File: config.mk
export PLATFORM = sky130hd
export DESIGN_NAME = wstat_read_path
export DESIGN_NICKNAME = d
export VERILOG_FILES = /design/src/rtl/wstat_pkg.sv /design/src/rtl/wstat_rst_sync.sv /design/src/rtl/wstat_strobe.sv /design/src/rtl/wstat_last_byte.sv /design/src/rtl/wstat_toggle.sv /design/src/rtl/wstat_outmux.sv /design/src/rtl/wstat_read_path.sv
export SDC_FILE = /design/constraint.sdc
export NUM_CORES = 1
export LEC_CHECK = 0
export BUFFER_PORTS_ARGS = -buffer_cell sky130_fd_sc_hd__buf_2
export CAP_MARGIN = 0
export CELL_PAD_IN_SITES_DETAIL_PLACEMENT = 0
export CELL_PAD_IN_SITES_GLOBAL_PLACEMENT = 2
export CORE_MARGIN = 10
export CORE_UTILIZATION = 25
export CTS_CLUSTER_DIAMETER = 100
export DETAILED_ROUTE_END_ITERATION = 8
export GPL_TIMING_DRIVEN = 0
export HOLD_SLACK_MARGIN = 0.08
export PLACE_DENSITY = 0.8
export SKIP_LAST_GASP = 1
export SYNTH_ARGS = -nofsm -noshare
export SYNTH_HDL_FRONTEND = slang
export SYNTH_SLANG_ARGS = --single-unit
export TNS_END_PERCENT = 5
File: constraint.sdc
create_clock -name clk -period 0.8 [get_ports clk]
set_input_delay 0.04 -clock clk [delete_from_list [all_inputs] [get_ports clk]]
set_output_delay 0.04 -clock clk [all_outputs]
set_load 0.02 [all_outputs]
File: src/rtl/wstat_pkg.sv
package wstat_pkg;

  // Assemble the busy-time status byte from the stored byte and toggle state.
  function automatic logic [7:0] status_byte8(input logic [7:0] last_b, input logic tgl);
    status_byte8 = {~last_b[7], tgl, last_b[5:0]};
  endfunction

  typedef enum logic [1:0] {
    RD_IDLE  = 2'b00,
    RD_START = 2'b01,
    RD_HOLD  = 2'b11
  } rd_phase_e;

endpackage

File: src/rtl/wstat_rst_sync.sv
module wstat_rst_sync #(
  parameter int unsigned STAGES = 2
) (
  input  logic clk,
  input  logic rst_n,
  output logic rst_sync_n
);
  logic [STAGES-1:0] sync_q;

  always_ff @(posedge clk or negedge rst_n) begin
    if (!rst_n) sync_q <= '0;
    else        sync_q <= {sync_q[STAGES-2:0], 1'b1};
  end

  assign rst_sync_n = sync_q[STAGES-1];
endmodule

File: src/rtl/wstat_strobe.sv
module wstat_strobe
  import wstat_pkg::*;
(
  input  logic      clk,
  input  logic      rst_n,
  input  logic      ce_n,
  input  logic      oe_n,
  input  logic      we_n,
  output logic      rd_en,
  output logic      rd_start,
  output rd_phase_e rd_phase
);
  logic rd_prev_q;
  logic rd_prev_d;

  always_comb begin
    rd_en     = ~ce_n & ~oe_n & we_n;
    rd_start  = rd_en & ~rd_prev_q;
    rd_prev_d = rd_en;
    if (!rd_en)        rd_phase = RD_IDLE;
    else if (rd_start) rd_phase = RD_START;
    else               rd_phase = RD_HOLD;
  end

  always_ff @(posedge clk or negedge rst_n) begin
    if (!rst_n) rd_prev_q <= 1'b0;
    else        rd_prev_q <= rd_prev_d;
  end
endmodule

File: src/rtl/wstat_last_byte.sv
module wstat_last_byte #(
  parameter int unsigned DATA_W = 8
) (
  input  logic              clk,
  input  logic              rst_n,
  input  logic              load_en,
  input  logic [DATA_W-1:0] load_data,
  output logic [DATA_W-1:0] last_q
);
  logic [DATA_W-1:0] last_d;

  always_comb begin
    last_d = last_q;
    if (load_en) last_d = load_data;
  end

  always_ff @(posedge clk or negedge rst_n) begin
    if (!rst_n) last_q <= '0;
    else        last_q <= last_d;
  end
endmodule

File: src/rtl/wstat_toggle.sv
module wstat_toggle
  import wstat_pkg::*;
(
  input  logic      clk,
  input  logic      rst_n,
  input  logic      busy,
  input  rd_phase_e rd_phase,
  output logic      tgl_next,
  output logic      tgl_q
);
  logic tgl_en;

  always_comb begin
    tgl_en   = busy & (rd_phase == RD_START);
    tgl_next = tgl_en ? ~tgl_q : tgl_q;
  end

  always_ff @(posedge clk or negedge rst_n) begin
    if (!rst_n)      tgl_q <= 1'b0;
    else if (tgl_en) tgl_q <= tgl_next;
  end
endmodule

File: src/rtl/wstat_outmux.sv
module wstat_outmux #(
  parameter int unsigned DATA_W   = 8,
  parameter int unsigned POLL_BIT = 7,
  parameter int unsigned TGL_BIT  = 6
) (
  input  logic              clk,
  input  logic              rst_n,
  input  logic              rd_en,
  input  logic              busy,
  input  logic              tgl_next,
  input  logic [DATA_W-1:0] last_b,
  input  logic [DATA_W-1:0] arr_rdata,
  output logic [DATA_W-1:0] dout_q,
  output logic              drive_q
);
  logic [DATA_W-1:0] status_w;
  logic [DATA_W-1:0] dout_d;

  for (genvar b = 0; b < DATA_W; b++) begin : g_stat
    if (b == POLL_BIT) begin : g_poll
      assign status_w[b] = ~last_b[b];
    end else if (b == TGL_BIT) begin : g_tgl
      assign status_w[b] = tgl_next;
    end else begin : g_copy
      assign status_w[b] = last_b[b];
    end
  end

  always_comb begin
    dout_d = '0;
    if (rd_en) dout_d = busy ? status_w : arr_rdata;
  end

  always_ff @(posedge clk or negedge rst_n) begin
    if (!rst_n) begin
      dout_q  <= '0;
      drive_q <= 1'b0;
    end else begin
      dout_q  <= dout_d;
      drive_q <= rd_en;
    end
  end
endmodule

File: src/rtl/wstat_read_path.sv
module wstat_read_path
  import wstat_pkg::*;
#(
  parameter int unsigned DATA_W   = 8,
  parameter int unsigned POLL_BIT = 7,
  parameter int unsigned TGL_BIT  = 6,
  parameter int unsigned RST_STG  = 2
) (
  input  logic              clk,
  input  logic              rst_n,
  input  logic              ce_n,
  input  logic              oe_n,
  input  logic              we_n,
  input  logic              busy,
  input  logic [DATA_W-1:0] arr_rdata,
  input  logic              wr_load,
  input  logic [DATA_W-1:0] wr_data,
  output logic [DATA_W-1:0] bus_dout,
  output logic              bus_drive
);
  logic              rst_i_n;
  logic              rd_en;
  logic              rd_start;
  rd_phase_e         rd_phase;
  logic              tgl_next;
  logic              tgl_q;
  logic [DATA_W-1:0] last_q;

  wstat_rst_sync #(.STAGES(RST_STG)) u_rst (
    .clk(clk), .rst_n(rst_n), .rst_sync_n(rst_i_n)
  );

  wstat_strobe u_strb (
    .clk(clk), .rst_n(rst_i_n), .ce_n(ce_n), .oe_n(oe_n), .we_n(we_n),
    .rd_en(rd_en), .rd_start(rd_start), .rd_phase(rd_phase)
  );

  wstat_last_byte #(.DATA_W(DATA_W)) u_last (
    .clk(clk), .rst_n(rst_i_n), .load_en(wr_load), .load_data(wr_data),
    .last_q(last_q)
  );

  wstat_toggle u_tgl (
    .clk(clk), .rst_n(rst_i_n), .busy(busy), .rd_phase(rd_phase),
    .tgl_next(tgl_next), .tgl_q(tgl_q)
  );

  wstat_outmux #(.DATA_W(DATA_W), .POLL_BIT(POLL_BIT), .TGL_BIT(TGL_BIT)) u_mux (
    .clk(clk), .rst_n(rst_i_n), .rd_en(rd_en), .busy(busy),
    .tgl_next(tgl_next), .last_b(last_q), .arr_rdata(arr_rdata),
    .dout_q(bus_dout), .drive_q(bus_drive)
  );
endmodule

# [Yosys cells after proc, flatten, opt, wreduce, memory -nomap -nowiden]
# Index checks and enable logic that the tools add are counted.
[op_classes] eq_ne=1 mux=5 bitwise_logic=9
[ops] cell="$mux W8" n=2
[ops] cell="$not A1 Y1" n=5
[ops] cell="$and A1 B1 Y1" n=4
[ops] cell="$mux W2" n=2
[ops] cell="$eq A2 B1 Y1 const B" n=1
[ops] cell="$mux W1" n=1
[word_totals] register_bits=20 word_cells=20

# [Longest topological paths before layout]
[logic_depth] word_depth=11 mapped_depth=4 mapped_depth_nobuf=3

# [By module]
# A second synthesis with hierarchy kept.
[unflattened] cells_unflattened=55 hier_area_um2=879.6
[by_module_without_submodules] mod="wstat_outmux" instances=1 cells_per_inst=26 area_each_um2=364.1 seq_area_each_um2=225.2
[by_module_without_submodules] mod="wstat_last_byte" instances=1 cells_per_inst=17 area_each_um2=331.6 seq_area_each_um2=200.2
[by_module_without_submodules] mod="wstat_strobe" instances=1 cells_per_inst=5 area_each_um2=67.6 seq_area_each_um2=25.0
[by_module_without_submodules] mod="wstat_toggle" instances=1 cells_per_inst=4 area_each_um2=62.6 seq_area_each_um2=25.0
[by_module_without_submodules] mod="wstat_rst_sync" instances=1 cells_per_inst=3 area_each_um2=53.8 seq_area_each_um2=50.0

# [Worst setup path after synthesis]
# OpenSTA, ideal clock, no wires.
[synth_path] path_kind="in2reg" from="input port oe_n" to="register u_tgl.tgl_q" arrival_ps=858 slack_ps=-137 stages=4 n_path_buf=1 path_cell_list="or3b_1 buf_6 nor3b_2 xor2_1"
[synth_via] elab_chain_cells=9
[synth_rtl] item="start, declared" line="wstat_read_path.sv:12" rtl="input logic oe_n,"
[synth_rtl] item="$not A1 Y1 (*)" line="wstat_strobe.sv:17" rtl="rd_en = ~ce_n & ~oe_n & we_n;"
[synth_rtl] item="$and A1 B1 Y1 (*) (2 in series)" line="wstat_strobe.sv:17"
[synth_rtl] item="$and A1 B1 Y1" line="wstat_strobe.sv:18" rtl="rd_start = rd_en & ~rd_prev_q;"
[synth_rtl] item="$mux W2" line="wstat_strobe.sv:21" rtl="else if (rd_start) rd_phase = RD_START;"
[synth_rtl] item="$mux W2 (*)" line="wstat_strobe.sv:20" rtl="if (!rd_en) rd_phase = RD_IDLE;"
[synth_rtl] item="$eq A2 B1 Y1 (*)" line="wstat_toggle.sv:14" rtl="tgl_en = busy & (rd_phase == RD_START);"
[synth_rtl] item="$and A1 B1 Y1 (*)" line="wstat_toggle.sv:14"
[synth_rtl] item="$mux W1" line="wstat_toggle.sv:15" rtl="tgl_next = tgl_en ? ~tgl_q : tgl_q;"
[synth_rtl] item="end signal, assigned" line="wstat_toggle.sv:20" rtl="else if (tgl_en) tgl_q <= tgl_next;"
[synth_rtl] item="end, declared" line="wstat_toggle.sv:9" rtl="output logic tgl_q"
# Mark *: on every way between the ends. The rest lies on a longest branch, timed or not.
# A chain may end at the register's enable or synchronous reset.

# [Worst setup path after layout]
[layout_path] from="register u_mux.drive_q" to="output port bus_drive"
[layout_lines] item="start, declared" line="wstat_outmux.sv:14" rtl="output logic drive_q"
[layout_lines] item="start signal, assigned" line="wstat_outmux.sv:40" rtl="drive_q <= rd_en;"
[layout_lines] item="end, declared" line="wstat_read_path.sv:19" rtl="output logic bus_drive"
# No word-level cell between the ends.

==> flow_summary.ini <==
[setup_path]
r2r-end = u_tgl.tgl_q$_DFFE_PN0P_
cp_max_fo = 3
worstPathArrival_ps = 870
slowest_delay_ps = 430
cp-startpoint = u_mux.drive_q$_DFF_PN0_
cp-end-kind = output pin
reg2reg_slack_ps = -50
endpoint = bus_drive
cp-start-kind = flip-flop
crit_chain = buf_6
slowest_stage = dfrtp_1
path_buf_inv = 1
worstSetupPathType = reg2out
rr_worst_depth = 2
required_ps = 760
cp.depth = 1
cpLargestDelayFamily = flip-flops
regToRegStartpoint = u_mux.drive_q$_DFF_PN0_

[detailed_routing]
drtIter0Drc = 9
dr.pass1.iters = 2
vias_per_cell = 4.11
routed_wl_um = 1680
ant_nets = 0
post-route-drc-count = 0
num_vias = 538
route.detailed.wl_per_inst_um = 12.8

[run_status]
status = finished with violations
violations = setup timing

[power_and_ir_drop]
powerDensity_nw_per_um2 = 1700
peakVddDrop_v = 0.00109
p_leak_uw = 0.000566

[clock_network]
cts_setup_buffers = 0
clockBufferDepth = 2
clk_latency_ps = 290
cts_inserted_buffers = 3
cts_tree = built
htree_num_levels = 1
cts.clk_slew.worst_paths_ps = 100
cts_root_buffer = clkbuf_4
cts_sinks = 19

[synth]
ys_seq_area_share_pct = 65.4
synth.most_common_cell = dfrtp_1
synth-xor-area-share_pct = 2.41
synth_area_leaders = dfrtp_1, mux2_2, mux2i_1, nor2_1, nor3b_2
synth_top_family_by_area = multiplexers
synth_nets = 74
synth_cells = 51
synth_commonest_cells = dfrtp_1, nor2_1, mux2_2, mux2i_1, clkbuf_1
syn_area_um2 = 727
synth_top_cell_area_share_pct = 65.4
synth_warnings = 0
synthMuxAreaShare_pct = 20.5
synthFlopType = dfrtp_1
synth_fa_ha_area_share_pct = 0
synth-edff-count = 0
ys_seq_elements = 19
async_flop_share_pct = 100
avgSynthCellArea_um2 = 14.3
synth_compound_area_share_pct = 1.03
yosys.area_share.simple_pct = 7.06
yosysTopAreaCell = dfrtp_1
yosysUniqueCellTypes = 13

[sta]
fmax_mhz = 1100
finClkSkew_ps = 0.992
relSlewSlack_pct = 54.6
min_period_over_period_pct = 113
rsz0062_at_grt = yes
setup_ws_ps = -107
fin_crit_ps = 907
setup_viol = 11
slew_violations = 0
tightestPinTransition_ps = 680
hold_violations = 0

[place]
portBuffers = 28
placed_area_um2 = 906
hpwl_um = 1240
gp_congestion = 0.628
place_inst = 110
dp_slack_ps = -275

[layout]
area_delta_synth_final_pct = 52.5
multi_input_area_um2 = 229
seq_area_um2 = 475
diodes = 0
drive_gt1_share_pct = 40.0
final_nets = 124
finalNonFillerCells = 131
fillers = 271
final_area_um2 = 1110

[floorplan]
io_pins = 32
fp.dieW_um = 73.9
start_util_pct = 26.4
die_y_um = 73.9
coreArea_um2 = 2760
rows = 19
die_area_um2 = 5460

[min_path]
hp-class = in2reg
hold_path_depth = 4

[grt]
antenna_found_initial = 0
busiest_layer = met2
globalRouteOverflowTotal = 0
grt_pass1_vias = 636
grt_use_met1_pct = 6.60
gr-usage-met3_pct = 2.96
grtUsageTotal_pct = 6.55
use_met2_pct = 11.3
grt_pass1_wl_um = 2750
grt_start_max_net_pins = 18

[run]
cap_violations = 0
[layer usage]
layer  part of all wire [%]  routed length (um)  up-vias
met5                      0                   0        -
met4                   0.83                  14        0
met3                    8.6                 144        4
met2                     54                 902       19
met1                     37                 618      251
li1                       -                   -      264
[kinds of logic after synthesis]
group | after synthesis
flops | 19
simple gates | 10
xor+xnor | 2
buf+inv | 4
other cells | 1
mux | 14
compound gates | 1
[cells in the final DEF, fill, tap and decap left out]
cell type	Yosys	routed
nor2_1	8	8
buf_6	1	2
xor2_1	1	1
dfrtp_1	19	19
xnor2_1	1	1
clkbuf_4	0	3
dlygate4sd3_1	0	17
mux2i_1	7	7
nor3b_2	1	1
clkbuf_1	2	3
inv_1	1	1
or3b_1	1	1
mux2_2	7	7
a211oi_1	1	1
buf_2	0	27
conb_1	1	1
[flip-flops by register name (all words and copies together), names as in the netlist]
register / flops
u_mux.drive_q: 1
u_mux.dout_q: 8
u_rst.sync_q: 2
u_last.last_q: 7
u_tgl.tgl_q: 1
[where the power goes]
part	internal (uW)	switching, uW
logic	195	111
clock network	194	282
registers	1040	62.2
total	1430	456
[through the flow]
| step | total power [uW] | TNS, ps | hold slack (ps) | util (%) |
|---|---|---|---|---|
| after global routing | 2010 | -2650 | 130 | 40.2 |
| after floorplan | 1270 | -264 | -256 | - |
| final | 1890 | -626 | 134 | 40.2 |
| after detailed placement | 1370 | -2420 | -171 | 32.8 |
| after CTS | 1920 | -820 | 127 | 40.2 |
| after global placement | 1360 | -2190 | -174 | 32.8 |
[cell type report]
type / instances / share of cell area (%)
flip-flops and latches: 19 / 42.9
inverters: 1 / 0.339
well taps: 31 / 3.50
multi-input cells: 28 / 20.7
repair buffers: 45 / 28.6
clock buffers: 4 / 2.37
plain buffers: 3 / 1.69
[tightest hold or removal path: stages]
cell and delay, ps:
buf_2 70, or3b_1 100, buf_6 140, inv_1 40
[repair_timing]
item / 4_1_cts / 5_1_grt
endpoints found under the setup margin: 11 / 28
endpoints found under the hold margin: 17 / 0
cloned: 0 / 0
hold buffers: 17 / 0
resized for setup: 2 / 0
[how the worst min path moves through the flow]
stage	start	to
detailed placement	rst_n	u_rst.sync_q[0]$_DFF_PN0_
finish	oe_n	u_mux.drive_q$_DFF_PN0_
global route	ce_n	u_mux.drive_q$_DFF_PN0_
floorplan	rst_n	u_rst.sync_q[0]$_DFF_PN0_
global placement	rst_n	u_rst.sync_q[0]$_DFF_PN0_
CTS	oe_n	u_mux.drive_q$_DFF_PN0_
Note: power is estimated with default switching activity, not from simulation.
